File: config.mk
export PLATFORM = sky130hd
export DESIGN_NAME = repl_index_gen
export DESIGN_NICKNAME = d
export VERILOG_FILES = /design/src/rtl/repl_pkg.sv /design/src/rtl/repl_lfsr.sv /design/src/rtl/repl_modreduce.sv /design/src/rtl/repl_index_gen.sv
export SDC_FILE = /design/constraint.sdc
export NUM_CORES = 1
export LEC_CHECK = 0
export ABC_AREA = 1
export CELL_PAD_IN_SITES_DETAIL_PLACEMENT = 1
export CELL_PAD_IN_SITES_GLOBAL_PLACEMENT = 2
export CORE_ASPECT_RATIO = 1.1
export CORE_UTILIZATION = 30
export CTS_BUF_LIST = sky130_fd_sc_hd__clkbuf_8
export CTS_CLUSTER_DIAMETER = 30
export CTS_CLUSTER_SIZE = 12
export DETAILED_ROUTE_END_ITERATION = 10
export MAX_ROUTING_LAYER = met4
export PLACE_DENSITY_LB_ADDON = 0.25
export SYNTH_ARGS = -nofsm -noshare
export SYNTH_HDL_FRONTEND = slang
export SYNTH_SLANG_ARGS = --single-unit
File: constraint.sdc
create_clock -name clk -period 3.6 [get_ports clk]
set_input_delay 0.9 -clock clk [delete_from_list [all_inputs] [get_ports clk]]
set_output_delay 0.9 -clock clk [all_outputs]
set_load 0.02 [all_outputs]
File: src/rtl/repl_pkg.sv
package repl_pkg;

  localparam int unsigned LFSR_W = 32;
  localparam logic [LFSR_W-1:0] LFSR_SEED = 32'h0000_0001;
  localparam logic [LFSR_W-1:0] LFSR_TAPS = 32'hD000_0001;

  typedef enum logic [0:0] {
    GEN_IDLE = 1'b0,
    GEN_WAIT = 1'b1
  } gen_state_t;

  // One right shift; the feedback mask is applied when a 1 falls out.
  function automatic logic [LFSR_W-1:0] lfsr_advance(input logic [LFSR_W-1:0] cur);
    lfsr_advance = (cur >> 1) ^ (cur[0] ? LFSR_TAPS : '0);
  endfunction

endpackage

File: src/rtl/repl_lfsr.sv
module repl_lfsr
  import repl_pkg::*;
(
  input  logic              clk,
  input  logic              rst,
  input  logic              adv,
  output logic [LFSR_W-1:0] nxt
);

  logic [LFSR_W-1:0] state_q;

  assign nxt = lfsr_advance(state_q);

  always_ff @(posedge clk) begin
    if (rst)      state_q <= LFSR_SEED;
    else if (adv) state_q <= nxt;
  end

  // a Galois register with a nonzero seed never reaches zero
  a_r2_nonzero: assert property (@(posedge clk) disable iff (rst)
    state_q != '0);

  // the register moves only when a draw is launched
  a_r2_hold: assert property (@(posedge clk) disable iff (rst)
    !adv |=> $stable(state_q));

endmodule

File: src/rtl/repl_modreduce.sv
module repl_modreduce #(
  parameter int unsigned DW = 32,
  parameter int unsigned VW = 7
) (
  input  logic          clk,
  input  logic          rst,
  input  logic          start,
  input  logic [DW-1:0] dividend,
  input  logic [VW-1:0] divisor,
  output logic          busy,
  output logic          done,
  output logic [VW-1:0] rem
);

  localparam int unsigned CW = $clog2(DW + 1);

  logic [DW-1:0] dq;
  logic [VW-1:0] div_q;
  logic [VW-1:0] rem_q;
  logic [CW-1:0] cnt_q;
  logic          busy_q;
  logic          done_q;

  logic [VW:0]   trial;
  logic [VW:0]   diff;
  logic [VW-1:0] rem_n;

  // Restoring step: bring in the next dividend bit, subtract if it fits.
  always_comb begin
    trial = {rem_q, dq[DW-1]};
    diff  = trial - {1'b0, div_q};
    rem_n = (trial >= {1'b0, div_q}) ? diff[VW-1:0] : trial[VW-1:0];
  end

  always_ff @(posedge clk) begin
    if (rst) begin
      dq     <= '0;
      div_q  <= '0;
      rem_q  <= '0;
      cnt_q  <= '0;
      busy_q <= 1'b0;
      done_q <= 1'b0;
    end else begin
      done_q <= 1'b0;
      if (start) begin
        dq     <= dividend;
        div_q  <= divisor;
        rem_q  <= '0;
        cnt_q  <= CW'(DW);
        busy_q <= 1'b1;
      end else if (busy_q) begin
        rem_q <= rem_n;
        dq    <= dq << 1;
        cnt_q <= cnt_q - 1'b1;
        if (cnt_q == CW'(1)) begin
          busy_q <= 1'b0;
          done_q <= 1'b1;
        end
      end
    end
  end

  assign busy = busy_q;
  assign done = done_q;
  assign rem  = rem_q;

  // a new reduction is never launched over one in flight
  a_r7_no_restart: assert property (@(posedge clk) disable iff (rst)
    start |-> !busy_q);

  // the finished remainder is below the divisor
  a_r3_rem_bound: assert property (@(posedge clk) disable iff (rst)
    done_q |-> rem_q < div_q);

  // completion is a single-cycle event
  a_r6_done_pulse: assert property (@(posedge clk) disable iff (rst)
    done_q |=> !done_q);

endmodule

File: src/rtl/repl_index_gen.sv
module repl_index_gen
  import repl_pkg::*;
#(
  parameter int unsigned IDX_W = 6
) (
  input  logic             clk,
  input  logic             rst,
  input  logic             req,
  input  logic [IDX_W:0]   entry_count,
  input  logic [IDX_W-1:0] wired_count,
  output logic [IDX_W-1:0] idx,
  output logic             idx_valid
);

  localparam int unsigned CW = IDX_W + 1;

  gen_state_t        state_q;
  logic [CW-1:0]     span_q;
  logic [IDX_W-1:0]  wired_q;
  logic [IDX_W-1:0]  prev_q;
  logic [IDX_W-1:0]  idx_q;
  logic              valid_q;

  logic [CW-1:0]     span_in;
  logic              narrow_in;
  logic              accept;
  logic              retry;
  logic              finish;
  logic              launch;
  logic [IDX_W-1:0]  cand;
  logic [LFSR_W-1:0] lfsr_nxt;
  logic              div_busy;
  logic              div_done;
  logic [CW-1:0]     div_rem;
  logic [CW-1:0]     div_arg;

  assign span_in   = entry_count - {1'b0, wired_count};
  assign narrow_in = entry_count <= ({1'b0, wired_count} + CW'(1));
  assign accept    = (state_q == GEN_IDLE) && req;
  assign cand      = div_rem[IDX_W-1:0] + wired_q;
  assign retry     = (state_q == GEN_WAIT) && div_done && (cand == prev_q);
  assign finish    = (state_q == GEN_WAIT) && div_done && (cand != prev_q);
  assign launch    = (accept && !narrow_in) || retry;
  assign div_arg   = accept ? span_in : span_q;

  repl_lfsr u_lfsr (
    .clk (clk),
    .rst (rst),
    .adv (launch),
    .nxt (lfsr_nxt)
  );

  repl_modreduce #(.DW(LFSR_W), .VW(CW)) u_mod (
    .clk      (clk),
    .rst      (rst),
    .start    (launch),
    .dividend (lfsr_nxt),
    .divisor  (div_arg),
    .busy     (div_busy),
    .done     (div_done),
    .rem      (div_rem)
  );

  always_ff @(posedge clk) begin
    if (rst) begin
      state_q <= GEN_IDLE;
      span_q  <= '0;
      wired_q <= '0;
      prev_q  <= '0;
      idx_q   <= '0;
      valid_q <= 1'b0;
    end else begin
      valid_q <= 1'b0;
      unique case (state_q)
        GEN_IDLE: begin
          if (req) begin
            span_q  <= span_in;
            wired_q <= wired_count;
            if (narrow_in) begin
              idx_q   <= wired_count;
              prev_q  <= wired_count;
              valid_q <= 1'b1;
            end else begin
              state_q <= GEN_WAIT;
            end
          end
        end
        GEN_WAIT: begin
          if (finish) begin
            idx_q   <= cand;
            prev_q  <= cand;
            valid_q <= 1'b1;
            state_q <= GEN_IDLE;
          end
        end
        default: state_q <= GEN_IDLE;
      endcase
    end
  end

  assign idx       = idx_q;
  assign idx_valid = valid_q;

  // Checker state: kind of the last accepted request and the last output seen.
  logic             chk_narrow;
  logic [IDX_W-1:0] chk_last;

  always_ff @(posedge clk) begin
    if (rst) begin
      chk_narrow <= 1'b0;
      chk_last   <= '0;
    end else begin
      if (accept)  chk_narrow <= narrow_in;
      if (valid_q) chk_last   <= idx_q;
    end
  end

  // a drawn slot lies inside the captured window
  a_r3_window: assert property (@(posedge clk) disable iff (rst)
    (valid_q && !chk_narrow) |->
      (idx_q >= wired_q) && (({1'b0, idx_q} - {1'b0, wired_q}) < span_q));

  // a drawn slot never repeats the previous output
  a_r4_differs: assert property (@(posedge clk) disable iff (rst)
    (valid_q && !chk_narrow) |-> idx_q != chk_last);

  // a narrow window returns the boundary itself
  a_r5_narrow: assert property (@(posedge clk) disable iff (rst)
    (valid_q && chk_narrow) |-> idx_q == wired_q);

  // captured operands hold while a search runs
  a_r8_captured: assert property (@(posedge clk) disable iff (rst)
    (state_q == GEN_WAIT) |=> ($stable(span_q) && $stable(wired_q)));

  // results only appear when no reduction is running
  a_r6_quiet: assert property (@(posedge clk) disable iff (rst)
    valid_q |-> !div_busy);

endmodule

---- Word level (Yosys, flattened, before mapping) ----
Cells that the tools add are included.
word-level totals
  register bits after elaboration ......... 107
  bits in latches ......................... 0
  memory bits (writable) .................. 0
  bits in read-only memories .............. 0
  input bits .............................. 16
  output and inout port bits .............. 7
  word-level logic and storage cells ...... 64
  memories kept ........................... 0
cells by class
  add/sub/neg operators ................... 5
  multiply operators ...................... 0
  div/mod/pow operators ................... 0
  $lt $le $gt $ge ......................... 2
  equal/unequal tests ..................... 6
  shift-type cells ........................ 0
  muxes and demuxes ....................... 23
  bitwise logic cells ..................... 3
  reductions and logical operators ........ 12
operator list
  cell                 number
  $mux 32              3
  $xor 31x32->32       1
  $mux 6               5
  $mux 7               2
  $pmux 6 s2           1
  $mux 1               10
  $ge 8x7->1           1
  $add 6x1->7 const B  1
  $le 7x7->1           1
  $sub 7x6->7          1
  $sub 7x7->7          1
  $add 6x6->6          1
  $eq 6x1->1 const B   1
  $eq 6x6->1           1
  $ne 6x6->1           1
  $sub 6x1->6 const B  1
  $logic_and 1x1->1    5
  $ne 2x2->1 const B   2
  $pmux 1 s2           2
  $reduce_and 3->1     1
  $reduce_or 3->1      1
  $ne 2x1->1 const B   1
  $not 1->1            2
  $reduce_and 2->1     1
  4 further kinds      4

---- Longest topological paths before layout ----
  word-level depth ........................ 6
  gate-level depth with buffers ........... 17
  mapped depth without buffers ............ 17

---- Hierarchy ----
From an unflattened synthesis, not the netlist that was laid out.
unflattened totals
  cell total of the unflattened synthesis .. 820
  area total of the unflattened synthesis .. 5840.6 sq um
by module, submodules not included
  module          instances  cells each  area each (sq um)  seq. area each (sq um)
  repl_modreduce  1          385         2735.1             1081.0
  repl_index_gen  1          254         1724.2             420.4
  repl_lfsr       1          181         1381.3             640.6

---- Least setup slack after synthesis ----
OpenSTA, ideal clock, no wires.
  path type ............................... input-to-reg
  start ................................... input port wired_count[0]
  end ..................................... register u_mod.dq[24]
  setup time .............................. 121 ps
  arrival time ............................ 2745 ps
  required time ........................... 3479 ps
  slack ................................... 734 ps
  stages .................................. 15
  path buffers ............................ 1
  path through ............................ ha_1 nand2_1 nor2_1 nand3_1 ha_1 nand2_1 nor2_1 nand2_1 o211ai_1 nand3_1 nand3_2 inv_2 buf_2 nand2_1 nand3_1
on the way
  word-level cells in the longest chain between the ends .. 6
  elaborated cells on any way between the ends .. 7
  those cells by class .................... add/sub (1); order compare (1); mux (1); reduce/logical (4)
RTL lines
  element                                       RTL line              text
  start, declared                               repl_index_gen.sv:10  input logic [IDX_W-1:0] wired_count,
  $add 6x1->7 (*)                               repl_index_gen.sv:38  assign narrow_in = entry_count <= ({1'b0, wired_count} + CW'(1));
  $le 7x7->1 (*)                                repl_index_gen.sv:38
  $logic_not 1->1 (*)                           repl_index_gen.sv:43  assign launch = (accept && !narrow_in) || retry;
  $logic_and 1x1->1 (*)                         repl_index_gen.sv:43
  $logic_or 1x1->1 (*)                          repl_index_gen.sv:43
  $mux 32 or $reduce_bool 2->1 (tied branches)  -
  end signal, assigned                          repl_modreduce.sv:46  dq <= dividend;
  end signal, assigned                          repl_modreduce.sv:53  dq <= dq << 1;
  end, declared                                 repl_modreduce.sv:17  logic [DW-1:0] dq;
Mark *: on every way between the ends. The rest lies on a longest branch, timed or not.
A chain may end at the register's enable or synchronous reset.

---- Final worst setup path ----
  start ................................... input port wired_count[1]
  end ..................................... register u_mod.dq[16]
Same word-level chain as after synthesis.

==> metrics.md <==
| Metric | Value |
|---|---|
| CP Data Arrival Time | 3.52 ns |
| Drt initial violations | 127 |
| CTS tree | built |
| Max Clk Rate | 308 MHz |
| Synth Area in XOR/XNOR | 0.0277 |
| TNS Setup | 0 ns |
| Layout area overhead | 14.1% |
| Area contributors post-synth | dfxtp_1 40%, nand2_1 13%, nand3_1 9.5% |
| Syn_area_per_cell | 7.07 sq um |
| Clk sink count | 107 |
| Synth Area in Compound Gates | 0.0905 |
| Synth area leader | dfxtp_1 |
| Maximum vdd ir drop | 0.170 mV |
| Worst reg2reg endpoint | u_mod.div_q[5] |
| Reg power frac | 0.469 |
| Slowest CP cell | clkdlybuf4s50_1 |
| Async S/R FF share, synth | 0 |
| Combinational Power Share | 0.263 |
| Slew HR | 0.608 |
| Root buf cell | clkbuf_8 |
| Initial antenna violation count | 0 |
| Largest family of logic cells by synthesized area | simple AND/OR/NAND/NOR gates |
| RSZ-0062 raised after global routing | no |
| Simple-gate portion of the synthesized area | 0.308 |
| Post-cts resize count | 0 |
| Fin. Hold Viols | 0 |
| Clk buf depth | 2 |
| Die H | 142 um |
| # IOs | 23 |
| Post-synth top flop | dfxtp_1 |
| Flops & latches, synth | 107 |
| Post-synthesis adder-cell area fraction | 0.0763 |
| NetSw | 936 uW |
| Ys Warns | 0 |
| Initial Util | 0.311 |
| Largest net degree at the start of global routing | 39 |
| Slew Viols, Final | 0 |
| P_int | 1840 uW |
| Final Power | 2770 uW |
| Routed len/inst | 14.1 um |
| Mux share of post-synthesis cell area | 0 |
| Leak Pwr | 0.00286 uW |
| Diode count | 0 |
| Via density per instance | 4.72 |
| # Max-Cap Violations | 0 |
| Routability Congestion | 0.837 |
| Layout cells sized above 1 | 0.0658 |
| Core Rows | 50 |
| R2r setup slk | 0.80 ns |
| Critical Path End Type | flop |
| Post-synth EDFFs | 0 |
| Type of origin of the critical path | input port |
| Start-to-end type of the worst setup path | in -> reg |
| Setup violators final | 0 |
| CTS H-tree depth | 3 |
| Worst Hold Class | reg -> reg |
| CP Cell Sequence | clkdlybuf4s50_1 > ha_1 > nand2_1 > nor2_1 > nand3_1 > ha_1 > nand2_1 > nor2_1 > nand2_1 > o211ai_1 > nand3_1 > buf_4 > nand3_2 > inv_2 > buf_12 > nand2_1 > nand3_1 |
| Sw frac | 0.337 |
| Unique masters post-synth | 31 |
| CTS clk-pin slew, worst paths | 0.10 ns |
| PwrDens | 452 nW/um^2 |
| Sequential share of the synthesized area | 0.398 |
| Synth Net Count | 808 |
| CP Max Fanout | 22 |
| Setup bufs post-CTS | 0 |
| R2R cell count | 14 |
| Min cycle time layout | 3.25 ns |
| End point of the critical path | u_mod.dq[16] |
| Vias post-DR | 4,831 |
| Worst Clk Skew | 0.0137 ns |
| DRT Pass-1 Iters | 4 |
| CP peak stage delay | 0.52 ns |
| Clock Latency Late Sink | 0.38 ns |
| First-pass GRT wire length | 24,900 um |
| Cell count after synthesis | 761 |
| Vias in the first global route | 5,190 |
| DRC Markers | 0 |
| Number of CTS-inserted buffers | 9 |
| ANT nets after route | 0 |
| GR Util All Layers | 0.176 |
| Critical Path RT | 3.87 ns |
| Routed WL | 14,500 um |
| Die area | 18,500 sq um |
| Critical Path Source | wired_count[1] |
| DPL Wire Length | 10,600 um |
| Mapped cell area | 5380 sq um |
| CP most frequent cell | nand2_1 |
| Nets | 832 |
| Final Cycle Share | 0.902 |
| Cts-stage hold buffer count | 0 |
| GRT Residual Overflow | 0 |
| Die X | 130 um |
| Reg-to-Reg Start | u_mod.rem[0] |
| Core ar. | 17,300 sq um |
| Worst slew pin tran | 0.588 ns |
| Clock power frac | 0.269 |
| I/O Buffers | 22 |
| Share of the synthesized area in the top cell type | 0.398 |
| Status | complete, no violations |
[cells by family after synthesis]
group,after synthesis
buf+inv,128
xor+xnor,17
fa+ha+maj,31
simple gates,385
flops,107
compound gates,93
[cells in the mapped netlist (all sizes together), types with 4 or more instances]
master	number
o21ai	49
nand3	105
nor2	71
nand4	7
xor2	11
inv	95
buf	20
ha	28
clkbuf	13
nor3	4
a21oi	35
nand2	193
dfxtp	107
xnor2	6
o211ai	6
[sequential cells by signal, indices dropped and copies added (netlist names)]
name            flops
idx                 6
idx_valid           1
span_q              7
state_q             1
u_lfsr.state_q     32
u_mod.busy          1
u_mod.cnt_q         6
u_mod.div_q         7
u_mod.done          1
u_mod.dq           32
u_mod.rem           7
wired_q             6
[routing by layer]
layer  up-vias  share of wire  GRT usage
met5         -              0          -
met4         0          0.021     0.0679
met3        19          0.013     0.0207
met2        31           0.50      0.308
met1      2295           0.47      0.203
li1       2486              -          -
[worst max-delay path: cells and delay by family]
| kind | cells | cell delay (ns) |
|---|---|---|
| adders and majority gates | 2 | 0.53 |
| buffers and inverters | 4 | 0.94 |
| AOI/OAI and AO/OA | 1 | 0.11 |
| and+or+nand+nor | 10 | 1.01 |
[through the flow]
| stage | setup slack, ns | util | hold slack (ns) | cells | area (sq um) |
|---|---|---|---|---|---|
| finish | 0.353 | 0.356 | 0.451 | 1024 | 6140 |
| global route | 0.0361 | 0.356 | 0.472 | 1024 | 6140 |
| CTS | 0.337 | 0.356 | 0.455 | 1024 | 6140 |
| detailed placement | -0.0753 | 0.344 | 0.436 | 1008 | 5950 |
| global placement | 0.0989 | 0.344 | 0.430 | 1008 | 5950 |
| floorplan | 0.734 | - | 0.420 | 761 | 5380 |
[power groups by stage]
stage | Clock (uW) | Combinational, uW | Sequential, uW
after floorplan | 0 | 513 | 1310
after global placement | 0 | 719 | 1330
after detailed placement | 0 | 737 | 1330
after CTS | 784 | 743 | 1300
after global routing | 828 | 830 | 1310
final | 745 | 729 | 1300
[layout make-up]
| type | instances | area (sq um) |
|---|---|---|
| tap | 234 | 293 |
| inverter | 95 | 357 |
| clock inverter | 7 | 68.8 |
| clock buffer | 9 | 124 |
| sequential | 107 | 2140 |
| timing repair buffer | 46 | 450 |
| multi-input combinational | 526 | 2700 |
| fill | 2154 | 11100 |
[how the worst min path moves through the flow]
stage	endpoint	startpoint	slack, ns	cells after the start
floorplan	u_lfsr.state_q[10]	u_lfsr.state_q[10]	0.42	2
global placement	u_lfsr.state_q[11]	u_lfsr.state_q[11]	0.43	2
detailed placement	u_lfsr.state_q[18]	u_lfsr.state_q[18]	0.44	2
CTS	u_lfsr.state_q[18]	u_lfsr.state_q[18]	0.46	2
global route	u_lfsr.state_q[16]	u_lfsr.state_q[16]	0.47	2
finish	u_lfsr.state_q[18]	u_lfsr.state_q[18]	0.45	2
[placed cells by master (no fill, tap or decap), drive strengths merged, types with 4 or more instances in the layout]
cell,instances
clkbuf,9
o211ai,6
dfxtp,107
clkdlybuf4s50,22
buf,24
nand3,105
nor2,71
a21oi,35
xor2,11
nor3,4
ha,28
o21ai,49
nand4,7
xnor2,6
nand2,193
inv,97
Power figures use the tool's default switching activity.
